### src/rtl/nor_seq_pkg.sv
package nor_seq_pkg;

  typedef enum logic [2:0] {
    OP_RESET = 3'd0,
    OP_ID    = 3'd1,
    OP_PROG  = 3'd2,
    OP_BUF   = 3'd3,
    OP_SECT  = 3'd4,
    OP_CHIP  = 3'd5,
    OP_CFI   = 3'd6,
    OP_BAD   = 3'd7
  } opT;

  typedef enum logic [1:0] {A_CMD, A_TGT, A_WORD, A_LAST} addrSelT;
  typedef enum logic [1:0] {D_CONST, D_CNTM1, D_WORD, D_REQ} dataSelT;

  typedef struct packed {
    logic       latch;
    logic       start;
    logic       isRead;
    addrSelT    aSel;
    dataSelT    dSel;
    logic [11:0] cmdAddr;
    logic [7:0]  cmdData;
    logic       loadWord;
    logic       incWord;
  } ctlStrobeT;

  localparam logic [11:0] ADR_KEY1  = 12'h555;
  localparam logic [11:0] ADR_KEY2  = 12'h2AA;
  localparam logic [11:0] ADR_QUERY = 12'h055;
  localparam logic [11:0] ADR_QBASE = 12'h010;
  localparam logic [7:0]  DAT_KEY1  = 8'hAA;
  localparam logic [7:0]  DAT_KEY2  = 8'h55;
  localparam logic [7:0]  DAT_ARRAY = 8'hF0;
  localparam logic [7:0]  DAT_IDENT = 8'h90;
  localparam logic [7:0]  DAT_WORD  = 8'hA0;
  localparam logic [7:0]  DAT_ERSET = 8'h80;
  localparam logic [7:0]  DAT_SECT  = 8'h30;
  localparam logic [7:0]  DAT_CHIP  = 8'h10;
  localparam logic [7:0]  DAT_QUERY = 8'h98;
  localparam logic [7:0]  DAT_BLOAD = 8'h25;
  localparam logic [7:0]  DAT_BCONF = 8'h29;

endpackage

### src/rtl/nor_seq_ctrl.sv
module nor_seq_ctrl
  import nor_seq_pkg::*;
#(
  parameter int CW      = 6,
  parameter int MAX_BUF = 32
) (
  input  logic          clk,
  input  logic          rstN,
  input  logic          reqValid,
  input  logic [2:0]    reqOp,
  input  logic [CW-1:0] reqCount,
  input  logic          cycDone,
  input  logic          wordLast,
  output logic          reqReady,
  output logic          reqNack,
  output logic          reqErr,
  output logic          busy,
  output ctlStrobeT     ctl
);

  typedef enum logic [1:0] {S_IDLE, S_LAUNCH, S_RUN, S_WAITW} stT;

  stT       state, stateNx;
  logic [2:0] step, stepNx;
  opT       opReg;
  logic     errQ;
  logic     badReq;

  logic        siRead, siLast;
  addrSelT     siA;
  dataSelT     siD;
  logic [11:0] siCA;
  logic [7:0]  siCD;

  assign badReq = (reqOp == 3'd7) ||
                  ((reqOp == 3'd3) && ((reqCount == '0) || (int'(reqCount) > MAX_BUF)));

  // step table: what each step of the latched operation puts on the bus
  always_comb begin
    siRead = 1'b0;
    siLast = 1'b0;
    siA    = A_CMD;
    siD    = D_CONST;
    siCA   = 12'h000;
    siCD   = 8'h00;
    if ((opReg inside {OP_ID, OP_PROG, OP_BUF, OP_SECT, OP_CHIP}) && (step < 3'd2)) begin
      siCA = (step == 3'd0) ? ADR_KEY1 : ADR_KEY2;
      siCD = (step == 3'd0) ? DAT_KEY1 : DAT_KEY2;
    end else begin
      case (opReg)
        OP_RESET: begin
          siCD   = DAT_ARRAY;
          siLast = 1'b1;
        end
        OP_ID: begin
          if (step == 3'd2) begin
            siCA = ADR_KEY1;
            siCD = DAT_IDENT;
          end else begin
            siRead = 1'b1;
            case (step)
              3'd3:    siCA = 12'h000;
              3'd4:    siCA = 12'h001;
              3'd5:    siCA = 12'h00E;
              default: siCA = 12'h00F;
            endcase
            siLast = (step == 3'd6);
          end
        end
        OP_PROG: begin
          if (step == 3'd2) begin
            siCA = ADR_KEY1;
            siCD = DAT_WORD;
          end else begin
            siA    = A_TGT;
            siD    = D_REQ;
            siLast = 1'b1;
          end
        end
        OP_BUF: begin
          case (step)
            3'd2: begin siA = A_TGT;  siCD = DAT_BLOAD; end
            3'd3: begin siA = A_TGT;  siD  = D_CNTM1;   end
            3'd4: begin siA = A_WORD; siD  = D_WORD;    end
            default: begin
              siA    = A_LAST;
              siCD   = DAT_BCONF;
              siLast = 1'b1;
            end
          endcase
        end
        OP_SECT, OP_CHIP: begin
          case (step)
            3'd2: begin siCA = ADR_KEY1; siCD = DAT_ERSET; end
            3'd3: begin siCA = ADR_KEY1; siCD = DAT_KEY1;  end
            3'd4: begin siCA = ADR_KEY2; siCD = DAT_KEY2;  end
            default: begin
              siLast = 1'b1;
              if (opReg == OP_SECT) begin
                siA  = A_TGT;
                siCD = DAT_SECT;
              end else begin
                siCA = ADR_KEY1;
                siCD = DAT_CHIP;
              end
            end
          endcase
        end
        OP_CFI: begin
          if (step == 3'd0) begin
            siCA = ADR_QUERY;
            siCD = DAT_QUERY;
          end else begin
            siRead = 1'b1;
            siCA   = ADR_QBASE + 12'(step) - 12'd1;
            siLast = (step == 3'd4);
          end
        end
        default: siLast = 1'b1;
      endcase
    end
  end

  always_comb begin
    stateNx     = state;
    stepNx      = step;
    ctl         = '0;
    ctl.isRead  = siRead;
    ctl.aSel    = siA;
    ctl.dSel    = siD;
    ctl.cmdAddr = siCA;
    ctl.cmdData = siCD;
    case (state)
      S_IDLE: begin
        if (reqValid && !badReq) begin
          ctl.latch = 1'b1;
          stepNx    = 3'd0;
          stateNx   = S_LAUNCH;
        end
      end
      S_LAUNCH: begin
        ctl.start = 1'b1;
        stateNx   = S_RUN;
      end
      S_RUN: begin
        if (cycDone) begin
          if (siLast) begin
            stateNx = S_IDLE;
          end else if ((opReg == OP_BUF) && (step == 3'd4) && !wordLast) begin
            ctl.incWord = 1'b1;
            stateNx     = S_WAITW;
          end else begin
            stepNx  = step + 3'd1;
            stateNx = ((opReg == OP_BUF) && (step == 3'd3)) ? S_WAITW : S_LAUNCH;
          end
        end
      end
      default: begin
        if (reqValid) begin
          ctl.loadWord = 1'b1;
          stateNx      = S_LAUNCH;
        end
      end
    endcase
  end

  always_ff @(posedge clk) begin
    if (!rstN) begin
      state <= S_IDLE;
      step  <= 3'd0;
      opReg <= OP_RESET;
      errQ  <= 1'b0;
    end else begin
      state <= stateNx;
      step  <= stepNx;
      errQ  <= (state == S_IDLE) && reqValid && badReq;
      if (ctl.latch) opReg <= opT'(reqOp);
    end
  end

  assign reqReady = (state == S_IDLE) || (state == S_WAITW);
  assign busy     = (state != S_IDLE);
  assign reqNack  = reqValid && !reqReady;
  assign reqErr   = errQ;

endmodule

### src/rtl/nor_seq_dp.sv
module nor_seq_dp
  import nor_seq_pkg::*;
#(
  parameter int AW            = 20,
  parameter int CW            = 6,
  parameter int HOLD          = 4,
  parameter int PULSE         = 2,
  parameter bit HALFWORD_BUS  = 1'b1
) (
  input  logic          clk,
  input  logic          rstN,
  input  ctlStrobeT     ctl,
  input  logic [AW-1:0] reqAddr,
  input  logic [CW-1:0] reqCount,
  input  logic [15:0]   reqData,
  input  logic [15:0]   busRdData,
  output logic [AW:0]   busAddr,
  output logic [15:0]   busWrData,
  output logic          busWe,
  output logic          busRe,
  output logic          rdValid,
  output logic [15:0]   rdData,
  output logic          cycDone,
  output logic          wordLast
);

  localparam int CYW = $clog2(HOLD + 1);

  logic [AW-1:0]  tgtReg, addrQ, addrNx;
  logic [CW-1:0]  cntReg, wordIdx;
  logic [15:0]    reqDReg, wordReg, dataQ, dataNx;
  logic [CYW-1:0] cyc;
  logic           active, isRd, strobeOn, sampleNow;

  always_comb begin
    case (ctl.aSel)
      A_TGT:   addrNx = tgtReg;
      A_WORD:  addrNx = tgtReg + AW'(wordIdx);
      A_LAST:  addrNx = tgtReg + AW'(cntReg - CW'(1));
      default: addrNx = AW'(ctl.cmdAddr);
    endcase
    case (ctl.dSel)
      D_CNTM1: dataNx = 16'(cntReg - CW'(1));
      D_WORD:  dataNx = wordReg;
      D_REQ:   dataNx = reqDReg;
      default: dataNx = {8'h00, ctl.cmdData};
    endcase
  end

  assign cycDone   = active && (cyc == CYW'(HOLD - 1));
  assign strobeOn  = active && (cyc != '0) && (cyc <= CYW'(PULSE));
  assign sampleNow = active && isRd && (cyc == CYW'(PULSE));
  assign wordLast  = (wordIdx == (cntReg - CW'(1)));

  always_ff @(posedge clk) begin
    if (!rstN) begin
      tgtReg  <= '0;
      cntReg  <= '0;
      wordIdx <= '0;
      reqDReg <= '0;
      wordReg <= '0;
      addrQ   <= '0;
      dataQ   <= '0;
      cyc     <= '0;
      active  <= 1'b0;
      isRd    <= 1'b0;
      rdValid <= 1'b0;
      rdData  <= '0;
    end else begin
      if (ctl.latch) begin
        tgtReg  <= reqAddr;
        cntReg  <= reqCount;
        reqDReg <= reqData;
        wordIdx <= '0;
      end
      if (ctl.incWord) wordIdx <= wordIdx + CW'(1);
      if (ctl.loadWord) wordReg <= reqData;
      if (ctl.start) begin
        active <= 1'b1;
        cyc    <= '0;
        isRd   <= ctl.isRead;
        addrQ  <= addrNx;
        dataQ  <= dataNx;
      end else if (active) begin
        if (cycDone) active <= 1'b0;
        else         cyc    <= cyc + CYW'(1);
      end
      rdValid <= sampleNow;
      if (sampleNow) rdData <= busRdData;
    end
  end

  generate
    if (HALFWORD_BUS) begin : g_half
      assign busAddr = {addrQ, 1'b0};
    end else begin : g_byte
      assign busAddr = {1'b0, addrQ};
    end
  endgenerate

  assign busWrData = dataQ;
  assign busWe     = strobeOn && !isRd;
  assign busRe     = strobeOn && isRd;

endmodule

### src/rtl/nor_cmd_seq.sv
module nor_cmd_seq
  import nor_seq_pkg::*;
#(
  parameter int AW      = 20,
  parameter int CW      = 6,
  parameter int MAX_BUF = 32,
  parameter int HOLD    = 4,
  parameter int PULSE   = 2
) (
  input  logic          clk,
  input  logic          rstN,
  input  logic          reqValid,
  output logic          reqReady,
  input  logic [2:0]    reqOp,
  input  logic [AW-1:0] reqAddr,
  input  logic [CW-1:0] reqCount,
  input  logic [15:0]   reqData,
  output logic          reqNack,
  output logic          reqErr,
  output logic          busy,
  output logic [AW:0]   busAddr,
  output logic [15:0]   busWrData,
  output logic          busWe,
  output logic          busRe,
  input  logic [15:0]   busRdData,
  output logic          rdValid,
  output logic [15:0]   rdData
);

  ctlStrobeT ctl;
  logic      cycDone, wordLast;

  nor_seq_ctrl #(.CW(CW), .MAX_BUF(MAX_BUF)) u_ctrl (
    .clk(clk), .rstN(rstN), .reqValid(reqValid), .reqOp(reqOp),
    .reqCount(reqCount), .cycDone(cycDone), .wordLast(wordLast),
    .reqReady(reqReady), .reqNack(reqNack), .reqErr(reqErr),
    .busy(busy), .ctl(ctl)
  );

  nor_seq_dp #(.AW(AW), .CW(CW), .HOLD(HOLD), .PULSE(PULSE), .HALFWORD_BUS(1'b1)) u_dp (
    .clk(clk), .rstN(rstN), .ctl(ctl), .reqAddr(reqAddr),
    .reqCount(reqCount), .reqData(reqData), .busRdData(busRdData),
    .busAddr(busAddr), .busWrData(busWrData), .busWe(busWe), .busRe(busRe),
    .rdValid(rdValid), .rdData(rdData), .cycDone(cycDone), .wordLast(wordLast)
  );

endmodule

### config.mk
export PLATFORM = sky130hd
export DESIGN_NAME = nor_cmd_seq
export DESIGN_NICKNAME = d
export VERILOG_FILES = /design/src/rtl/nor_seq_pkg.sv /design/src/rtl/nor_seq_ctrl.sv /design/src/rtl/nor_seq_dp.sv /design/src/rtl/nor_cmd_seq.sv
export SDC_FILE = /design/constraint.sdc
export NUM_CORES = 1
export LEC_CHECK = 0
export ABC_AREA = 1
export BUFFER_PORTS_ARGS = -buffer_cell sky130_fd_sc_hd__buf_4
export CAP_MARGIN = 25
export CORE_MARGIN = 3
export CORE_UTILIZATION = 25
export CTS_BUF_LIST = sky130_fd_sc_hd__clkbuf_8
export CTS_CLUSTER_SIZE = 12
export DETAILED_ROUTE_END_ITERATION = 7
export PLACE_DENSITY = 0.41
export SLEW_MARGIN = 0
export SYNTH_ARGS = -nofsm -noshare
export SYNTH_HDL_FRONTEND = slang
export SYNTH_HIERARCHICAL = 1
export SYNTH_SLANG_ARGS = --single-unit
### constraint.sdc
create_clock -name clk -period 3.6 [get_ports clk]
set_clock_uncertainty 0.15 [all_clocks]
set_input_delay 0.72 -clock clk [delete_from_list [all_inputs] [get_ports clk]]
set_output_delay 0.72 -clock clk [all_outputs]
set_load 0.05 [all_outputs]
==> metrics.txt, run 1 <==
RePlAce Congestion about 0.85; worst vdd ir roughly 0.6 mV; run status finished, final reports clean; critical path startpoint u_ctrl/step[0]; Mapped Nets approximately 1200; # H-tree levels 4; Antenna Cells 0; Setup-failing EPs final 0; Final HPWL DP between 20 and 25 mm; TritonCTS clock tree built; clock share of power 22.2%; width of the die 182.1 um; via count of the routed design roughly 7700; Seq/Total Area, Yosys 33.83%; Core Area between 30000 and 40000 um2; sequential power share a little under a third; Die Ht roughly 180 um; Rel. slew slack between 40% and 50%; Crit. End Element flop; Slew Viols, Final 0; final WL 26.66 mm; first-pass GRT wire length approximately 42 mm; # clock sinks between 100 and 150; Internal Power between 3 and 4 mW; number of buffers created by CTS 17; hold_buf cts 0; fin crit period 3.370 ns; asr flop ratio synth 0%; Via density about 4.6; share of cells above drive strength 1 ~22%; Remaining DRCs 0; initial DRC count about 480; vias in the first global route ~7400; CP Max Fanout 6; Ports between 100 and 150; Die ar. about 33000 um2; WP data arrival approximately 3.6 ns; Root Buffer clkbuf_8; clk_lat worst skew 0.45 ns; critical path class reg -> reg; max-cap viol count 0; switching pwr ~3.0 mW; min-delay worst type reg -> reg; CTS max path bufs 2; all-layer global routing usage 15.75%; number of cell rows 63; Mapped Area about 7800 um2; EDFF count, synth 0; Synth Register Bits about 130; gate count after technology mapping ~1100; Syn Area/Cell 6.823 um2; leakage power around 4.5 nW; Overflow after GRT 0; Main synth FF type dfxtp_1; worst path required time between 3 and 4 ns; Core Util, Final about a third; initial core utilization ~26%; Hold Violations, Final 0; initial antenna violation count 0; fraction of power spent switching nets between 40% and 50%; DRT Pass-1 Iters 5; post-synth cell types between 50 and 60; largest net degree at the start of global routing ~40; fmax 0.2967 GHz; reg2reg start u_ctrl/step[0]; RSZ-0062 raised after global routing yes; worst-margin pin slew 0.8182 ns; Comb power frac 46.6%; wire per inst between 15 and 20 um; fin nets 1362; Total Power 6.441 mW; PortBufs approximately 120; clock slew at reported path FFs around 0.080 ns; Area Overhead vs Synth 24.16%; final setup TNS 0 ns; synth warn 6; period utilisation layout a little over nine tenths; Power Dens Cells between 600 and 700 nW/um2; crit path launch type flop; Worst Hold Launch u_dp/wordReg[5]; Antenna Nets Post-Route 0
## worst max-delay path: stages, from the launching register on
cell and delay (ns):
dfxtp_1 0.36, inv_1 0.10, ha_1 0.23, nand2_2 0.09, inv_2 0.07, nor2_4 0.13, a21oi_1 0.07, a21oi_2 0.19
nand2_2 0.10, buf_4 0.17, o21ai_1 0.38, ha_1 0.35, nand3_2 0.13, nand3_2 0.14, nand2_2 0.10, nand2_1 0.08
nand3_1 0.13, nand2_1 0.07, nand2_1 0.06, nand3_1 0.08, a21oi_1 0.12
## per-layer routing
| layer | global-route usage [%] | vias to the layer above | wire [um] |
|---|---|---|---|
| met5 | 0 | - | 0 |
| met4 | 3.534 | 0 | 276 |
| met3 | 3.030 | 15 | 1087 |
| met2 | 24.81 | 149 | 11920 |
| met1 | 22.32 | 3532 | 13380 |
| li1 | - | 3984 | - |
## cell families after synthesis
logic type	after synthesis	share of synthesized area (%)
xor+xnor	9	1.017
buf+inv	189	10.19
compound gates	286	20.86
other cells	2	0.09689
simple gates	481	27.78
flops	131	33.83
fa+ha+maj	38	6.231
## stage by stage
step	hold WS, ns	area (um2)	cells	setup slack [ns]
6_report	0.3001	9624	1663	0.2301
4_1_cts	0.3044	9569	1660	0.04055
2_1_floorplan	0.2750	7751	1136	0.2572
3_5_place_dp	0.2922	9126	1628	-0.03540
5_1_grt	0.3143	9624	1663	-0.05517
3_3_place_gp	0.2925	9126	1628	-0.03305
## flip-flops by register name, indices dropped and copies added, names as in the netlist
register	cells
u_ctrl/opReg	3
u_ctrl/reqErr	1
u_ctrl/state	2
u_ctrl/step	3
u_dp/active	1
u_dp/addrQ	20
u_dp/busWrData	16
u_dp/cntReg	6
u_dp/cyc	3
u_dp/isRd	1
u_dp/rdData	16
u_dp/rdValid	1
u_dp/reqDReg	16
u_dp/tgtReg	20
u_dp/wordIdx	6
u_dp/wordReg	16
## final timing paths
kind                          end  slack, ns  cells past startpoint
setup / recovery   u_dp/addrQ[15]       0.23                     20
hold / removal    u_dp/wordReg[5]       0.30                      2
setup reg to reg   u_dp/addrQ[15]       0.23                     20
hold reg to reg   u_dp/wordReg[5]       0.30                      2
## final cells by class
type	instances	area [um2]
tap	390	488.0
multi-input combinational	816	4373
timing repair buffer	154	1169
clock buffer	19	261.5
clock inverter	13	181.4
inverter	140	528.0
sequential	131	2624
fill	3331	20490
## power groups by stage
stage / clock (mW) / combinational [mW] / sequential (mW)
2_1_floorplan: 0 / 1.66 / 2.38
3_3_place_gp: 0 / 3.00 / 2.04
3_5_place_dp: 0 / 2.99 / 2.04
4_1_cts: 1.48 / 3.00 / 2.01
5_1_grt: 1.55 / 3.31 / 2.05
6_report: 1.43 / 3.00 / 2.01
## what timing repair did
| action | CTS | global route |
|---|---|---|
| buffers inserted | 0 | 3 |
| resized for setup | 1 | 13 |
| setup endpoints to repair | 2 | 22 |
| pin swaps | 0 | 4 |
| cloned | 0 | 0 |
## cells in the final DEF, fill, tap and decap left out, types with 12 or more instances in the layout
cell      Yosys  routed
a21oi_1      65      64
a221oi_1     19      19
buf_4         8     153
clkbuf_8      0      19
dfxtp_1     131     130
ha_1         37      35
inv_1       123     122
inv_2        15      17
nand2_1     179     177
nand2_2      16      17
nand3_1      50      50
nand3_2      12      12
nor2_1      176     174
nor2_2       15      17
o21ai_0     150     147
o21ai_1      15      18
## cell usage after synthesis (12+ instances only)
master    instances  area [um2]
nor2_2           15       93.84
o21ai_0         150       750.7
nand2_2          16       100.1
nand2_1         179       671.9
inv_1           123       461.7
nand3_1          50       250.2
ha_1             37       462.9
a21oi_1          65       325.3
dfxtp_1         131        2623
nand3_2          12       120.1
clkbuf_1         23       86.33
a221oi_1         19       166.4
buf_2            13       65.06
o21ai_1          15       75.07
nor2_1          176       660.6
inv_2            15       56.30
Power figures use the tool's default switching activity.
==> run 2, diff against run 1 <==
--- a/config.mk
+++ b/config.mk
@@ -17,5 +17,4 @@
 export SLEW_MARGIN = 0
 export SYNTH_ARGS = -nofsm -noshare
 export SYNTH_HDL_FRONTEND = slang
-export SYNTH_HIERARCHICAL = 1
 export SYNTH_SLANG_ARGS = --single-unit
==> run 2 against run 1 <==
Net effect:
- sequential power decreased by 4%
- area after synthesis decreased by 3.8%
- critical path depth increased by 3
- worst hold slack improved by 0.012 ns
- sequential cell count unchanged
- design area decreased by 0.86%
- via count increased by 0.33%
- critical path type unchanged
- sequential share of layout area increased by 0.30 points
- combinational power decreased by 13%
- maximum frequency increased by 2.1%
==> metrics.txt, run 2 <==
Crit. End Element flop (unchanged); post-route setup slack 0.2995 ns (was 0.2301 ns); Mapped Nets 1222 (was 1238); reg-to-reg slack, setup 0.30 ns (was 0.23 ns); pre-CTS WS 0.02026 ns (was -0.03540 ns); Critical R2R Capture u_dp.addrQ[7] (was u_dp/addrQ[15]); min-delay worst type reg -> reg (unchanged); CP top delay family simple AND/OR/NAND/NOR gates (unchanged); Synth area leaders dfxtp_1 35%, nand2_1 11%, nor2_1 9.6%, o21ai_0 9.5%, ha_1 6.4% (was dfxtp_1 34%, o21ai_0 9.7%, nand2_1 8.7%, nor2_1 8.5%, ha_1 6.0%); # H-tree levels 4 (unchanged); most frequent cells in the layout 214 x nand2_1, 188 x nor2_1, 173 x buf_4 (was 177 x nand2_1, 174 x nor2_1, 153 x buf_4); RePlAce Congestion 0.8942 (was 0.8518); CTS max path bufs 2 (unchanged); Overflow after GRT 0 (unchanged); share of cells above drive strength 1 21.90% (was 21.92%); wire per inst 15.94 um (was 16.03 um); clk_lat worst skew 0.47 ns (was 0.45 ns); synth warn 0 (was 6); via count of the routed design 7705 (was 7680); leakage power 4.445 nW (was 4.499 nW); final setup TNS 0 ns (unchanged); Via density 4.622 (was 4.618); biggest regs u_dp.addrQ: 20 flops, u_dp.tgtReg: 20 flops (was u_dp/addrQ: 20 flops, u_dp/tgtReg: 20 flops); Commonest cells post-synth 219 x nand2_1, 190 x nor2_1, 142 x o21ai_0, 131 x dfxtp_1, 86 x inv_1 (was 179 x nand2_1, 176 x nor2_1, 150 x o21ai_0, 131 x dfxtp_1, 123 x inv_1); TritonCTS clock tree built (unchanged); critical path class reg -> reg (unchanged); all-layer global routing usage 16.77% (was 15.75%); vias in the first global route 7698 (was 7430); CP Max Fanout 6 (unchanged); largest net degree at the start of global routing 46 (was 41); Setup-failing EPs final 0 (unchanged); Area Overhead vs Synth 28.02% (was 24.16%); dpl cells 1629 (was 1628); number of cell rows 62 (was 63); most numerous cell in the Yosys netlist nand2_1 (unchanged); DRT Pass-1 Iters 5 (unchanged); WHS Endpoint u_dp.busWrData[6] (was u_dp/wordReg[5]); gate count after technology mapping 1119 (was 1136); period utilisation layout 91.68% (was 93.61%); share of the synthesized area in the top cell type 35.19% (was 33.83%); crit path launch type flop (unchanged); cell mode on critical path nand2_1; Main synth FF type dfxtp_1 (unchanged); Rel. slew slack 43.98% (was 45.37%); max-cap viol count 0 (unchanged); Worst Hold Launch u_dp.busWrData[6] (was u_dp/wordReg[5]); Seq/Total Area, Yosys 35.19% (was 33.83%); Total Power 5.769 mW (was 6.441 mW); fillers 3306 (was 3331); asr flop ratio synth 0% (unchanged); fin area 9542 um2 (was 9624 um2); Placement Cell Area 9009 um2 (was 9126 um2); Power Dens Cells 604.6 nW/um2 (was 669.2 nW/um2); Die Ht 178.7 um (was 182.1 um); worst-margin pin slew 0.8391 ns (was 0.8182 ns); width of the die 178.7 um (was 182.1 um); PortBufs 122 (unchanged); reg2reg start u_ctrl.step[1] (was u_ctrl/step[0]); first-pass GRT wire length 41.65 mm (was 41.66 mm); commonest non-fill, non-tap cell in the layout nand2_1 (unchanged); CP bufs+invs 5 (was 3); initial DRC count 431 (was 484); Final HPWL DP 19.68 mm (was 20.33 mm); cell taking the most area after synthesis dfxtp_1 (unchanged); Worst path max stage delay 0.38 ns (about the same); clock slew at reported path FFs 0.09 ns (was 0.08 ns); initial core utilization 25.69% (was 25.74%); EDFF count, synth 0 (unchanged); initial antenna violation count 0 (unchanged); worst path required time 3.81 ns (was 3.84 ns); run status finished, final reports clean (unchanged); fmax 0.3030 GHz (was 0.2967 GHz); Syn Area/Cell 6.661 um2 (was 6.823 um2); Root Buffer clkbuf_8 (unchanged); Fin Hold WS 0.3116 ns (was 0.3001 ns); final WL 26.58 mm (was 26.66 mm); CP Cell Sequence inv_1 -> ha_2 -> nand2_2 -> inv_2 -> nand2_1 -> nand2_1 -> nand3_2 -> nand2_1 -> nor2_1 -> buf_4 -> buf_4 -> nand2_1 -> o21ai_1 -> ha_1 -> a21oi_2 -> o21ai_2 -> nor2_2 -> o21ai_2 -> or2_2 -> nand3_1 -> nand3_1 -> nand2_1 -> inv_1 (was inv_1 -> ha_1 -> nand2_2 -> inv_2 -> nor2_4 -> a21oi_1 -> a21oi_2 -> nand2_2 -> buf_4 -> o21ai_1 -> ha_1 -> nand3_2 -> nand3_2 -> nand2_2 -> nand2_1 -> nand3_1 -> nand2_1 -> nand2_1 -> nand3_1 -> a21oi_1); Core Util, Final 32.89% (was 31.96%); Antenna Cells 0 (unchanged); Remaining DRCs 0 (unchanged); Post-Layout Cell Count 1667 (was 1663); Core Area 29010 um2 (was 30110 um2); Synth Register Bits 131 (unchanged); number of buffers created by CTS 17 (unchanged); # clock sinks 131 (unchanged); Ports 124 (unchanged); Slew Viols, Final 0 (unchanged); worst vdd ir 0.1972 mV (was 0.5826 mV); cell count of the worst reg-to-reg path 23 (was 20); Crit-path slowest cell dfxtp_4 (was o21ai_1); Antenna Nets Post-Route 0 (unchanged); Mapped Area 7453 um2 (was 7751 um2); post-synth cell types 47 (was 52); WP data arrival 3.51 ns (was 3.61 ns); fin crit period 3.301 ns (was 3.370 ns); Hold Crit Depth 2 (unchanged); fin nets 1373 (was 1362); Die ar. 31920 um2 (was 33150 um2); Hold Violations, Final 0 (unchanged)
run 2: cell count changes in the layout (fill, tap and decap cells not counted), sizes merged, moves of 5 or more:
cell	before	now
buf	154	173
nand2	195	226
a221oi	19	0
nor4	6	1
nand3	62	71
inv	141	111
nand4	5	18
nor3	5	11
a22o	0	8
o21ai	168	143
a21oi	74	83
run 2: worst max-delay path by stage:
stage / start / endpoint / slack [ns] / depth (start not counted)
4_1_cts: u_ctrl.step[1] / u_dp.addrQ[12] / 0.02 / 27
3_3_place_gp: u_ctrl.step[0] / u_dp.addrQ[16] / 0.13 / 27
5_1_grt: u_ctrl.step[1] / u_dp.addrQ[16] / -0.03 / 26
2_1_floorplan: u_ctrl.step[0] / u_dp.addrQ[16] / 0.21 / 27
3_5_place_dp: u_ctrl.step[0] / u_dp.addrQ[12] / 0.02 / 27
6_report: u_ctrl.step[1] / u_dp.addrQ[7] / 0.30 / 23
run 2: logic make-up after synthesis:
family	synth area share, %
AND/OR/NAND/NOR	30.74
AO/OA/AOI/OAI	19.07
buffers and inverters	7.840
flip-flops	35.19
adder cells (fa/ha/maj)	6.648
XOR/XNOR	0.4700
other	0.05031
run 2: worst register-to-register path, stage by stage (launching register included):
cell     delay, ns
dfxtp_4       0.38
inv_1         0.12
ha_2          0.21
nand2_2       0.07
inv_2         0.09
nand2_1       0.08
nand2_1       0.08
nand3_2       0.09
nand2_1       0.06
nor2_1        0.03
buf_4         0.15
buf_4         0.14
nand2_1       0.05
o21ai_1       0.07
ha_1          0.36
a21oi_2       0.19
o21ai_2       0.09
nor2_2        0.14
o21ai_2       0.08
or2_2         0.27
nand3_1       0.09
nand3_1       0.07
nand2_1       0.10
inv_1         0.04
run 2: cell type report:
type,count,area (um2),share of cell area (%)
multi-input cells,839,4355,45.65
flip-flops and latches,131,2630,27.56
repair buffers,173,1299,13.61
well taps,384,480.5,5.035
inverters,108,405.4,4.249
clock buffers,20,275.3,2.885
clock inverters,12,96.34,1.010
run 2: timing repair:
action                     in CTS  in global routing
hold buffers                    0                  0
setup endpoints to repair       2                 16
buffers inserted                0                  6
pin swaps                       0                 11
gates resized for setup         1                 43
run 2: power by group:
group | total [mW] | internal [mW] | switching, mW
Sequential | 1.93 | 1.73 | 0.203
Combinational | 2.61 | 0.786 | 1.82
Clock | 1.23 | 0.544 | 0.684
run 2: routing by layer:
metal	vias to the layer above	routed length [um]	track usage [%]
li1	3998	-	-
met1	3532	12300	21.22
met2	156	12390	28.14
met3	19	1528	4.553
met4	0	354	4.481
met5	-	0	0
